===== src/rtl/dac_bank_pkg.sv =====
package dac_bank_pkg;
    typedef enum logic [0:0] {
        PWR_ACTIVE = 1'b0,
        PWR_SLEEP  = 1'b1
    } pwr_state_t;
endpackage


===== src/rtl/dac_power_fsm.sv =====
module dac_power_fsm
    import dac_bank_pkg::*;
#(
    parameter int NCH = 4
) (
    input  logic           clk,
    input  logic           rst_n,
    input  logic           cmd_valid,
    input  logic           cmd_power,
    output logic [NCH-1:0] drive_en
);
    pwr_state_t state_q, state_d;

    // next-state decision
    always_comb begin
        state_d = state_q;
        unique case (state_q)
            PWR_ACTIVE: if (cmd_valid && !cmd_power) state_d = PWR_SLEEP;
            PWR_SLEEP:  if (cmd_valid &&  cmd_power) state_d = PWR_ACTIVE;
            default:    state_d = PWR_ACTIVE;
        endcase
    end

    // state register
    always_ff @(posedge clk) begin
        if (!rst_n) state_q <= PWR_ACTIVE;
        else        state_q <= state_d;
    end

    // outputs
    always_comb begin
        unique case (state_q)
            PWR_ACTIVE: drive_en = '1;
            PWR_SLEEP:  drive_en = '0;
            default:    drive_en = '0;
        endcase
    end

    p_power_follows_word_r6: assert property (@(posedge clk) disable iff (!rst_n)
        cmd_valid |=> (drive_en == {NCH{$past(cmd_power)}}));
    p_idle_keeps_power_r9: assert property (@(posedge clk) disable iff (!rst_n)
        !cmd_valid |=> $stable(drive_en));
endmodule


===== src/rtl/dac_chan_slice.sv =====
module dac_chan_slice #(
    parameter int CODE_W = 12
) (
    input  logic              clk,
    input  logic              rst_n,
    input  logic              wr,
    input  logic              xfer,
    input  logic [CODE_W-1:0] din,
    output logic [CODE_W-1:0] live_code,
    output logic              loaded
);
    logic [CODE_W-1:0] stage_q;
    logic              pending_q;
    logic              load;

    assign load = xfer && (wr || pending_q);

    always_ff @(posedge clk) begin
        if (!rst_n) begin
            stage_q   <= '0;
            live_code <= '0;
            pending_q <= 1'b0;
            loaded    <= 1'b0;
        end else begin
            loaded <= load;
            if (wr) stage_q <= din;
            if (load) begin
                live_code <= wr ? din : stage_q;
                pending_q <= 1'b0;
            end else if (wr) begin
                pending_q <= 1'b1;
            end
        end
    end

    p_stage_write_r2: assert property (@(posedge clk) disable iff (!rst_n)
        wr |=> (stage_q == $past(din)));
    p_hold_keeps_live_r3: assert property (@(posedge clk) disable iff (!rst_n)
        !xfer |=> $stable(live_code));
    p_clean_not_loaded_r5: assert property (@(posedge clk) disable iff (!rst_n)
        (xfer && !wr && !pending_q) |=> (!loaded && $stable(live_code)));
    p_pending_cleared_r5: assert property (@(posedge clk) disable iff (!rst_n)
        xfer |=> !pending_q);
    p_loaded_matches_stage_r8: assert property (@(posedge clk) disable iff (!rst_n)
        loaded |-> (live_code == stage_q));
endmodule


===== src/rtl/dac_code_bank.sv =====
module dac_code_bank
    import dac_bank_pkg::*;
#(
    parameter int NCH    = 4,
    parameter int CODE_W = 12,
    localparam int ADDR_W = $clog2(NCH)
) (
    input  logic                  clk,
    input  logic                  rst_n,
    input  logic                  cmd_valid,
    input  logic [ADDR_W-1:0]     cmd_chan,
    input  logic                  cmd_power,
    input  logic                  cmd_hold,
    input  logic [CODE_W-1:0]     cmd_code,
    output logic [NCH*CODE_W-1:0] dac_code,
    output logic [NCH-1:0]        dac_drive_en,
    output logic [NCH-1:0]        code_loaded
);
    logic xfer_all;
    assign xfer_all = cmd_valid && !cmd_hold;

    for (genvar i = 0; i < NCH; i++) begin : g_chan
        logic wr_sel;
        assign wr_sel = cmd_valid && (cmd_chan == ADDR_W'(i));
        dac_chan_slice #(.CODE_W(CODE_W)) u_slice (
            .clk       (clk),
            .rst_n     (rst_n),
            .wr        (wr_sel),
            .xfer      (xfer_all),
            .din       (cmd_code),
            .live_code (dac_code[i*CODE_W +: CODE_W]),
            .loaded    (code_loaded[i])
        );
    end

    dac_power_fsm #(.NCH(NCH)) u_power (
        .clk       (clk),
        .rst_n     (rst_n),
        .cmd_valid (cmd_valid),
        .cmd_power (cmd_power),
        .drive_en  (dac_drive_en)
    );

    p_enables_uniform_r6: assert property (@(posedge clk) disable iff (!rst_n)
        (dac_drive_en == '0) || (dac_drive_en == '1));
    p_idle_no_load_r9: assert property (@(posedge clk) disable iff (!rst_n)
        !cmd_valid |=> ((code_loaded == '0) && $stable(dac_code)));
    p_addressed_loads_r4: assert property (@(posedge clk) disable iff (!rst_n)
        xfer_all |=> (code_loaded[$past(cmd_chan)] &&
                      dac_code[$past(cmd_chan)*CODE_W +: CODE_W] == $past(cmd_code)));
endmodule


===== config.mk =====
export PLATFORM = sky130hd
export DESIGN_NAME = dac_code_bank
export DESIGN_NICKNAME = d
export VERILOG_FILES = /design/src/rtl/dac_bank_pkg.sv /design/src/rtl/dac_power_fsm.sv /design/src/rtl/dac_chan_slice.sv /design/src/rtl/dac_code_bank.sv
export SDC_FILE = /design/constraint.sdc
export NUM_CORES = 1
export LEC_CHECK = 0
export ABC_AREA = 1
export BUFFER_PORTS_ARGS = -buffer_cell sky130_fd_sc_hd__buf_2
export CORE_MARGIN = 2
export CORE_UTILIZATION = 50
export DETAILED_ROUTE_END_ITERATION = 10
export GPL_TIMING_DRIVEN = 1
export PLACE_DENSITY_LB_ADDON = 0.1
export SLEW_MARGIN = 20
export SYNTH_ARGS = -nofsm -noshare
export SYNTH_HDL_FRONTEND = slang
export SYNTH_HIERARCHICAL = 1
export SYNTH_SLANG_ARGS = --single-unit

===== constraint.sdc =====
create_clock -name clk -period 4.3 [get_ports clk]
set_clock_uncertainty 0.1 [all_clocks]
set_input_delay 0.645 -clock clk [delete_from_list [all_inputs] [get_ports clk]]
set_output_delay 0.645 -clock clk [all_outputs]
set_load 0.01 [all_outputs]

After elaboration in Yosys (flattened, before gate mapping)
Index checks and enable logic that the tools add are counted.
{ "classes": {"eq_ne": 3, "mux": 8, "bitwise": 2, "reduce_logical": 22} }
{ "op_table": {"columns": ["op", "count"], "rows": [
  ["2-to-1 mux 12 bit", 4],
  ["logical AND 1 bit", 11],
  ["one-hot mux 4 bit (2 select lines)", 1],
  ["OR reduction 2 bit", 4],
  ["equality test 2 bit, second input constant", 2],
  ["logical OR 1 bit", 4],
  ["equality test 2 x 1 -> 1 bit, second input constant", 1],
  ["logical NOT 1 bit", 2],
  ["logical NOT 2 bit", 1],
  ["2-to-1 mux 1 bit", 2],
  ["inverter 1 bit", 2],
  ["one-hot mux 1 bit (2 select lines)", 1]
]} }
{ "totals": {"regBits": 105, "in_bits": 19, "output_inout_bits": 56} }

Longest topological paths before layout
Gate-level depths: netlist of run 1.
{ "logic_depth": {"word_depth": 5, "ltp_mapped": 9} }

Cells and area by module
The synthesis of run 1 kept the hierarchy.
{ "modules_own_cells": {"columns": ["module", "instances", "cells_each", "area_per_inst_um2"], "rows": [
  ["dac_chan_slice", 4, 126, 1046.0],
  ["dac_power_fsm", 1, 9, 61.3],
  ["dac_code_bank", 1, 10, 37.5]
]} }

Worst setup path before layout of run 1
OpenSTA, ideal clock, no wires.
{ "synth_timing": {"path_type": "input -> register", "from": "input cmd_valid", "to": "register g_chan[0].u_slice.live_code[8]", "setup_ps": 58, "arrival_time_ps": 1719, "required_ps": 4142, "path_slack_ps": 2423, "path_stages": 7, "path_cell_list": "inv_1 > nor2_1 > inv_1 > nor2_4 > buf_6 > nand3_1 > nand2_1"} }
{ "synth_via": {"elab_cells_between_ends": 5, "cone_classes": "1 x mux; 4 x reduce/logical"} }
{ "synth_rtl": {"columns": ["element", "line", "source"], "rows": [
  ["from (decl)", "dac_code_bank.sv:10", "input logic cmd_valid,"],
  ["logical AND 1 bit", "dac_code_bank.sv:20", "assign xfer_all = cmd_valid && !cmd_hold;"],
  ["named net xfer_all", "dac_code_bank.sv:19", "logic xfer_all;"],
  ["logical AND 1 bit", "dac_chan_slice.sv:16", "assign load = xfer && (wr || pending_q);"],
  ["to (signal assigned)", "dac_chan_slice.sv:28", "live_code <= wr ? din : stage_q;"],
  ["to (decl)", "dac_chan_slice.sv:9", "output logic [CODE_W-1:0] live_code,"]
]} }
The timed path passes the listed nets, and every way through them passes these cells.
A chain may end at the register's enable or synchronous reset.

Worst setup path after layout of run 1
{ "layout_timing": {"from": "input cmd_valid", "to": "register g_chan[0].u_slice.live_code[0]"} }
The elaborated chain is that of the path after synthesis.

==> metrics.md, run 1 <==
| Metric | Value |
|---|---|
| Fin. max-slew vios | 0 |
| CP Data Required Time | 4.50 ns |
| Seq cells post-synth | 105 |
| Sw frac | 24.2% |
| Initial drt markers | 121 |
| Internal power | 0.00136 W |
| Cell row count | 33 |
| Finished Cell Area | 4760 um2 |
| Psw | 0.000434 W |
| Number of port buffers | 74 |
| GP Congestion | 0.740 |
| Number of setup buffers added after CTS | 0 |
| Pleak | 2.38 nW |
| Detail Placement HPWL | 6370 um |
| Die Y | 96.6 um |
| Clock network power share | 36.4% |
| Synth Cell Area | 4280 um2 |
| Unrepaired setup endpoints after global routing | no |
| CP Capture Type | register |
| P&R area growth vs syn | 11.2% |
| CTS tree | done |
| Vias in the first global route | 3079 |
| Final wirelength | 9520 um |
| Syn nets | 542 |
| Clock Tree Buf Depth | 2 |
| Critical path class | primary input to register |
| DRC Markers | 0 |
| Core box area | 8260 um2 |
| CP arrival | 2.31 ns |
| Largest net degree at the start of global routing | 44 |
| Highest clock rate | 475 MHz |
| Post-Syn Area per Cell | 8.19 um2 |
| Max cap viols | 0 |
| Setup TNS | 0 ns |
| Post-cts gate resize count | 0 |
| First-pass GRT wire length | 15000 um |
| Grt total ovfl | 0 |
| DP Worst Slack | 1.85 ns |
| VDD IR max | 0.261 mV |
| Inserted Diodes | 0 |
| Pwr dens | 377 nW/um2 |
| TritonCTS buffer count | 9 |
| Vias per cell | 5.07 |
| Max Fanout on Critical Path | 12 |
| Final period util | 48.9% |
| Initial antenna violation count | 0 |
| Reg clk slew, reported paths | 0.09 ns |
| Worst slew pin tran | 1.03 ns |
| Count of final setup violators | 0 |
| Post-DP Area | 4550 um2 |
| Vias | 3490 |
| Die ar. | 9320 um2 |
| Relative slew slack | 31.3% |
| Sink count of the clock tree | 105 |
| CTS Hold Bufs | 0 |
| Combinational Power Share | 7.9% |
| Final ANT Viol Nets | 0 |
| Die W | 96.6 um |
| CP Launch Type | primary input |
| Hold Fails Final Rpt | 0 |
| Root Buffer Master | clkbuf_8 |
| Total GRT Usage | 21.3% |
| Layout Nets | 598 |
| Detailed-route wire length per cell | 13.8 um |
| Initial core utilization | 51.9% |
| Distinct cells, synth | 16 |
| Ports | 75 |
| Final WS setup | 2.20 ns |
| TritonRoute pass-1 iters | 4 |
| Seq/Total Area, Yosys | 49.1% |
| Worst skew pair latency | 0.36 ns |
| Status | finished clean |
| Synth warn | 6 |
| Post-Syn Instances | 523 |
| Seq pwr share | 55.7% |
| H-Tree Depth | 3 |
| Min Tclk post-route | 2.10 ns |
| Hold/Removal Path Class | register to register |
| Layout cell share with drive strength beyond 1 | 33.2% |
==> cell usage after synthesis <==
cell type  instances  area [um2]
nand2_1          116         435
nor2_1            11        41.3
nand3_1           92         460
nor2_2             4        25.0
buf_2             12        60.1
nand3_2            4        40.0
inv_2              4        15.0
inv_1             12        45.0
nor2_4             4        45.0
buf_6             12         135
o21ai_2            4        35.0
nand2_2           80         500
buf_4             11        82.6
a21oi_1           48         240
dfxtp_1          105        2100
nor3_1             4        20.0
==> cells by family (layout without fill, tap and decap cells) <==
kind of cell | Yosys count | after routing | share of synthesized area (%)
AND/OR/NAND/NOR | 315 | 315 | 36.6
buffers and inverters | 51 | 112 | 7.89
AO/OA/AOI/OAI | 52 | 52 | 6.43
flip-flops | 105 | 105 | 49.1
==> routing by layer <==
| metal | share of wire (%) | track usage, % | up-vias | wire, um |
|---|---|---|---|---|
| li1 | - | - | 1798 | - |
| met1 | 48 | 30.1 | 1616 | 4540 |
| met2 | 48 | 33.3 | 71 | 4560 |
| met3 | 3.9 | 3.96 | 5 | 368 |
| met4 | 0.58 | 6.10 | 0 | 55 |
| met5 | 0 | 0 | - | 0 |
==> cell type report <==
cell class / instances / area, um2
Tap cell: 105 / 131
Multi-Input combinational cell: 367 / 1840
Timing Repair Buffer: 80 / 415
Sequential cell: 105 / 2100
Fill cell: 800 / 3500
Clock inverter: 5 / 78.8
Inverter: 16 / 60.1
Clock buffer: 11 / 131
==> stage by stage <==
stage	power, W	hold WS [ns]	std cells	utilization [%]
6_report	0.00179	0.368	689	57.7
5_1_grt	0.00187	0.381	689	57.7
4_1_cts	0.00181	0.371	689	57.7
3_5_place_dp	0.00116	0.357	673	55.1
3_3_place_gp	0.00116	0.352	673	55.1
2_1_floorplan	0.00113	0.344	523	-
==> final timing paths <==
kind,start,to,slack [ns],depth (start not counted)
max,cmd_valid,g_chan[0].u_slice/live_code[0]$_SDFFE_PN0P_,2.20,7
min,g_chan[1].u_slice/stage_q[1]$_SDFF_PN0_,g_chan[1].u_slice/stage_q[1]$_SDFF_PN0_,0.37,2
max reg2reg,g_chan[0].u_slice/pending_q$_SDFFE_PP0P_,g_chan[0].u_slice/live_code[0]$_SDFFE_PN0P_,3.08,3
min reg2reg,g_chan[1].u_slice/stage_q[1]$_SDFF_PN0_,g_chan[1].u_slice/stage_q[1]$_SDFF_PN0_,0.37,2
==> worst max-delay path: stages <==
cell     delay (ns)
buf_2          0.12
inv_1          0.04
nor2_1         0.76
inv_1          0.18
nor2_4         0.33
nand3_1        0.12
nand2_1        0.10
==> layout by cell type, fill, tap and decap left out, drive strengths merged <==
cell type  netlist  final
nand2          196    196
dfxtp          105    105
nand3           96     96
buf             35     80
a21oi           48     48
nor2            19     19
inv             16     17
clkbuf           0     11
o21ai            4      4
nor3             4      4
bufinv           0      2
clkinv           0      2
==> state kept, by name, indices dropped and copies added (netlist names), named ones only <==
register                  cells
g_chan.u_slice/pending_q      4
g_chan.u_slice/stage_q       48
g_chan.u_slice/live_code     48
g_chan.u_slice/loaded         4
==> power by group through the flow <==
stage	combinational, W	clock [W]	sequential, W
3_3_place_gp	0.000140	0	0.00102
3_5_place_dp	0.000141	0	0.00102
5_1_grt	0.000157	0.000714	0.00100
6_report	0.000141	0.000653	0.00100
4_1_cts	0.000142	0.000667	0.00100
2_1_floorplan	0.000105	0	0.00102
Power figures use the tool's default switching activity.
==> run 2: changes to the inputs <==
Settings changed: ABC_AREA 1 to 0, CORE_UTILIZATION 50 to 49.
Clock period 4.3 ns to 1.8 ns, I/O delays scaled along.
==> run 2 against run 1 <==
Via count shrank 22%. Non-clock buffer count grew 11. Cell count shrank 23%. Worst setup slack lost 1.7 ns. Synthesized cell count shrank 32%. Sequential power grew 140%. Register-to-register slack lost 2.5 ns. Worst hold slack lost 0.30 ns. Critical endpoint is now g_chan[2].u_slice/live_code[6]$_SDFFE_PN0P_. Largest cell class unchanged.
==> metrics.md, run 2 <==
| Metric | Value |
|---|---|
| Die ar. | 8740 um2 |
| Inserted Diodes | 0 |
| Hold Fails Final Rpt | 0 |
| TritonCTS buffer count | 9 |
| Final WS setup | 0.537 ns |
| Complex-gate fraction of the synthesized area | 12.0% |
| Critical path class | register to register |
| Cell family with most CP delay | compound AO/OA/AOI/OAI gates |
| Clock Tree Buf Depth | 2 |
| Largest family of logic cells by synthesized area | simple AND/OR/NAND/NOR gates |
| Relative slew slack | 66.2% |
| DP Worst Slack | 0.160 ns |
| Pleak | 1.80 nW |
| Most area-consuming cells after synthesis | dfxtp_1 54%, mux2i_1 12%, nor2b_1 7.8% |
| Die W | 93.5 um |
| Seq cells post-synth | 105 |
| Syn nets | 375 |
| GP Congestion | 0.751 |
| Ports | 75 |
| Final wirelength | 8040 um |
| Simple-Gate Fraction of Synth Area | 13.8% |
| Detail Placement HPWL | 5470 um |
| Layout cell share with drive strength beyond 1 | 27.4% |
| Worst skew pair latency | 0.35 ns |
| Number of setup buffers added after CTS | 0 |
| Synth Cell Area | 3920 um2 |
| Commonest non-fill, non-tap cells in the layout | 105 x dfxtp_1, 74 x buf_2, 49 x nor2b_1, 49 x nand2_1, 48 x mux2i_1 |
| Final period util | 70.2% |
| Reg area | 2100 um2 |
| Worst slew pin tran | 0.508 ns |
| Fin. max-slew vios | 0 |
| Die Y | 93.5 um |
| Status | finished clean |
| P&R area growth vs syn | 14.6% |
| Highest clock rate | 792 MHz |
| Layout Nets | 446 |
| Slowest CP cell | o21a_1 |
| Synth top cells by count | 105 x dfxtp_1, 49 x nand2_1, 49 x nor2b_1, 48 x mux2i_1, 44 x o22ai_1 |
| Core box area | 7730 um2 |
| Grt total ovfl | 0 |
| CP Capture Type | register |
| Seq/Total Area, Yosys | 53.6% |
| Min Tclk post-route | 1.26 ns |
| Synth Area in XOR/XNOR | 0% |
| Initial antenna violation count | 1 |
| Synth area leader | dfxtp_1 |
| CP Launch Type | register |
| Worst path bufs/invs | 0 |
| DRC Markers | 0 |
| Post-Syn Area per Cell | 11.0 um2 |
| CP Data Required Time | 1.91 ns |
| Filler cells | 693 |
| Initial core utilization | 50.8% |
| Vias per cell | 5.10 |
| Top-area cell type share of the netlist area | 53.6% |
| First-pass GRT wire length | 12600 um |
| Hold/Removal Path Class | primary input to register |
| CTS tree | done |
| Root Buffer Master | clkbuf_8 |
| Final ANT Viol Nets | 0 |
| Initial drt markers | 101 |
| CTS Hold Bufs | 0 |
| Pwr dens | 971 nW/um2 |
| Critical Path Max Stage Delay | 0.47 ns |
| Multi-input logic area | 1490 um2 |
| Vias in the first global route | 2397 |
| Reg clk slew, reported paths | 0.09 ns |
| Async SR Flop Fraction | 0% |
| Sink count of the clock tree | 105 |
| Adder-cell area share of the yosys netlist | 0% |
| Max Fanout on Critical Path | 12 |
| Max cap viols | 0 |
| Post-cts gate resize count | 0 |
| TritonRoute pass-1 iters | 4 |
| Number of port buffers | 74 |
| Unrepaired setup endpoints after global routing | no |
| Number of synthesized flops with an enable pin | 0 |
| Largest net degree at the start of global routing | 25 |
| Power Total | 0.00437 W |
| Commonest non-fill, non-tap cell in the layout | dfxtp_1 |
| Synth warn | 6 |
| Total GRT Usage | 19.1% |
| Cell chain of the critical path | o21a_1 -> o22ai_1 |
| VDD IR max | 0.441 mV |
| Count of final setup violators | 0 |
| CP arrival | 1.38 ns |
| Detailed-route wire length per cell | 15.1 um |
| Post-Syn Instances | 356 |
| Top flop regs | g_chan.u_slice/live_code x48, g_chan.u_slice/stage_q x48 |
| Top-count cell post-synth | dfxtp_1 |
| H-Tree Depth | 3 |
| Cell row count | 32 |
| Top FF cell, synth | dfxtp_1 |
| Setup TNS | 0 ns |
| Post-synthesis mux area share | 12.2% |
| Distinct cells, synth | 20 |
| Vias | 2714 |
run 2: changes by cell type after synthesis, moves of 7 or more:
cell | before | now
a21oi_1 | 48 | 0
inv_1 | 12 | 1
mux2i_1 | 0 | 48
nand2_1 | 116 | 49
nand2_2 | 80 | 0
nand3_1 | 92 | 0
nor2_1 | 11 | 4
nor2b_1 | 0 | 49
o22ai_1 | 0 | 44
run 2: layer usage:
layer | wire length (um) | share of wire [%] | track usage (%)
met1 | 3910 | 49 | 27.0
met5 | 0 | 0 | 0
met3 | 560 | 7.0 | 5.32
met4 | 85 | 1.1 | 6.25
met2 | 3490 | 43 | 27.9
run 2: power breakdown:
| part | leakage [nW] | switching [W] | internal [W] |
|---|---|---|---|
| combinational | 0.838 | 0.000179 | 0.000123 |
| clock | 0.115 | 0.000730 | 0.000948 |
| sequential | 0.850 | 0.0000168 | 0.00237 |
run 2: final cells by class:
type                       count  area share [%]
clock buffer                  11            3.14
clock inverter                 3            2.00
inverter                       5           0.417
multi-input combinational    215            33.2
sequential                   105            46.7
tap                          102            2.84
timing repair buffer          91            11.6
run 2: final timing paths:
path         depth (start not counted)                                          end                                        start  slack, ns
max                                  2  g_chan[2].u_slice/live_code[6]$_SDFFE_PN0P_     g_chan[2].u_slice/pending_q$_SDFFE_PP0P_       0.54
min                                  3                                     register                                    cmd_power       0.07
max reg2reg                          2  g_chan[2].u_slice/live_code[6]$_SDFFE_PN0P_     g_chan[2].u_slice/pending_q$_SDFFE_PP0P_       0.54
min reg2reg                          2  g_chan[1].u_slice/live_code[5]$_SDFFE_PN0P_  g_chan[1].u_slice/live_code[5]$_SDFFE_PN0P_       0.36
run 2: logic make-up after synthesis:
logic type             count (synthesis)
flip-flops                           105
buffers and inverters                 36
AND/OR/NAND/NOR                      106
multiplexers                          48
AO/OA/AOI/OAI                         61
run 2: through the flow:
stage / cell area (um2) / utilization (%) / hold WS (ns) / instances
5_1_grt: 4500 / 58.2 / 0.0500 / 532
6_report: 4500 / 58.2 / 0.0690 / 532
3_5_place_dp: 4270 / 55.2 / 0.347 / 518
3_3_place_gp: 4270 / 55.2 / 0.340 / 518
2_1_floorplan: 3920 / - / 0.308 / 356
4_1_cts: 4500 / 58.2 / 0.0527 / 532
run 2: worst register-to-register path, delay by kind of cell, from the launching register on:
| kind | cells | cell delay, ns |
|---|---|---|
| flip-flops | 1 | 0.41 |
| AO/OA/AOI/OAI | 2 | 0.62 |
==> run 3: changes to the inputs <==
Settings changed: ABC_AREA 0 to 1, CORE_UTILIZATION 49 to 50.
Clock period 1.8 ns to 1.1 ns, I/O delays scaled along.
==> run 3 against run 2 <==
The flow now finishes with violations (setup timing). Worst hold slack got worse by 0.020 ns. Non-clock buffer count rose by 21. First-iteration DRC count fell by 2.0%. Sequential share of layout area fell by 7.1 points. Register-to-register slack got worse by 0.49 ns. Cell count is 36% higher. Via count grew 36%. Routed wire length is 24% higher. Count of clock-buffer cells in the layout unchanged. Worst setup slack lost 0.56 ns. Critical path type is now register to primary output. Critical endpoint is now dac_drive_en[1]. Largest power group unchanged.
==> metrics.md, run 3 (synthesized netlist as in run 1, its figures left out) <==
| Metric | Value |
|---|---|
| Hold/Removal Path Class | primary input to register |
| Total GRT Usage | 21.7% |
| Worst path bufs/invs | 2 |
| P&R area growth vs syn | 27.5% |
| Critical path class | register to primary output |
| First-pass GRT wire length | 15600 um |
| Cell row count | 33 |
| Grt total ovfl | 0 |
| Unrepaired setup endpoints after global routing | yes |
| Highest clock rate | 890 MHz |
| Clock Tree Buf Depth | 2 |
| Reg clk slew, reported paths | 0.10 ns |
| Power Total | 0.00685 W |
| Root Buffer Master | clkbuf_8 |
| Final wirelength | 9960 um |
| RR Startpoint | g_chan[0].u_slice/pending_q$_SDFFE_PP0P_ |
| Filler cells | 737 |
| Post-Layout Cell Count | 723 |
| Setup TNS | -0.0941 ns |
| Final WS setup | -0.0239 ns |
| Slowest CP cell | dfxtp_2 |
| Vias per cell | 5.11 |
| Final period util | 102% |
| Worst slew pin tran | 0.474 ns |
| Die W | 96.6 um |
| Layout Nets | 632 |
| Commonest non-fill, non-tap cell in the layout | nand2_1 |
| Vias | 3694 |
| Status | finished, violations left |
| VDD IR max | 0.631 mV |
| Initial drt markers | 99 |
| Worst skew pair latency | 0.36 ns |
| Commonest non-fill, non-tap cells in the layout | 116 x nand2_1, 92 x nand3_1, 80 x nand2_2 |
| Ports | 75 |
| CP Data Required Time | 0.83 ns |
| Sink count of the clock tree | 105 |
| DRC Markers | 0 |
| Pwr dens | 1250 nW/um2 |
| Critical Path Max Stage Delay | 0.34 ns |
| Max cap viols | 0 |
| Reg area | 2160 um2 |
| Count of final setup violators | 4 |
| CP Launch Type | register |
| Die Y | 96.6 um |
| Hold Fails Final Rpt | 0 |
| Multi-input logic area | 1890 um2 |
| Inserted Diodes | 0 |
| TritonCTS buffer count | 9 |
| CTS tree | done |
| TritonRoute pass-1 iters | 4 |
| Hold_sp | cmd_code[6] |
| Post-DP Area | 4830 um2 |
| Layout cell share with drive strength beyond 1 | 45.6% |
| Core box area | 8260 um2 |
| Pleak | 2.61 nW |
| Finished Cell Area | 5460 um2 |
| Number of port buffers | 74 |
| Violations in the final reports | setup timing |
| Cell chain of the critical path | inv_2 -> buf_2 |
| Initial antenna violation count | 0 |
| Max Fanout on Critical Path | 4 |
| Initial core utilization | 51.9% |
| Vias in the first global route | 3397 |
| Detailed-route wire length per cell | 13.8 um |
| Top flop regs | g_chan.u_slice/live_code x48, g_chan.u_slice/stage_q x48 |
| GP Congestion | 0.766 |
| Fin. max-slew vios | 0 |
| Min Tclk post-route | 1.12 ns |
| Dpl cells | 700 |
| CP Capture Type | primary output |
| Final core utilization | 66.2% |
| Detail Placement HPWL | 6650 um |
| Die ar. | 9320 um2 |
| Relative slew slack | 68.4% |
| Largest net degree at the start of global routing | 49 |
| Final ANT Viol Nets | 0 |
| Cell family with most CP delay | flip-flops |
| H-Tree Depth | 3 |
| CP arrival | 0.86 ns |
## run 3: layout make-up
type | instances | area share, %
Sequential cell | 105 | 39.6
Clock inverter | 5 | 0.710
Multi-Input combinational cell | 369 | 34.7
Timing Repair Buffer | 112 | 18.9
Tap cell | 105 | 2.40
Inverter | 16 | 1.15
Clock buffer | 11 | 2.59
## run 3: worst register-to-register path, cell delays in order, from the launching register on
cell and delay, ns:
dfxtp_1 0.40, nor2_4 0.07, nor2_4 0.12, buf_4 0.17
nand3_1 0.09, nand2_1 0.07
## run 3: path summary, 6_finish.rpt
kind	endpoint	slack (ns)	cells after the start
hold / removal	g_chan[0].u_slice/stage_q[6]$_SDFF_PN0_	0.05	3
hold reg to reg	g_chan[0].u_slice/stage_q[4]$_SDFF_PN0_	0.37	2
setup reg to reg	g_chan[0].u_slice/live_code[7]$_SDFFE_PN0P_	0.05	5
setup / recovery	dac_drive_en[1]	-0.02	2
## run 3: timing repair
item                                   in CTS  in global routing
hold buffers                                1                  0
endpoints found under the hold margin       1                  0
setup endpoints to repair                  47                 78
setup buffers                               1                  3
gates resized for setup                    49                 58
gates cloned                                0                  2
pin swaps                                   0                  3
## run 3: power breakdown
part	switching, W	internal (W)	leakage [nW]
Clock	0.00135	0.000906	0.0903
Combinational	0.000431	0.000240	1.64
Sequential	0.0000378	0.00388	0.875
Total	0.00182	0.00502	2.61
## run 3: routing by layer
metal	track usage (%)	vias to the layer above	wire [um]
met5	0	-	0
met4	7.51	0	139
met3	3.10	13	340
met2	36.7	68	4820
met1	28.5	1736	4660
li1	-	1877	-
## run 3: metrics by stage
| step | worst slack [ns] | hold slack (ns) |
|---|---|---|
| after global placement | -0.239 | 0.311 |
| final | -0.0239 | 0.0491 |
| after detailed placement | -0.303 | 0.329 |
| after floorplan | -0.110 | 0.185 |
| after CTS | -0.0428 | 0.0364 |
| after global routing | -0.0842 | 0.0370 |
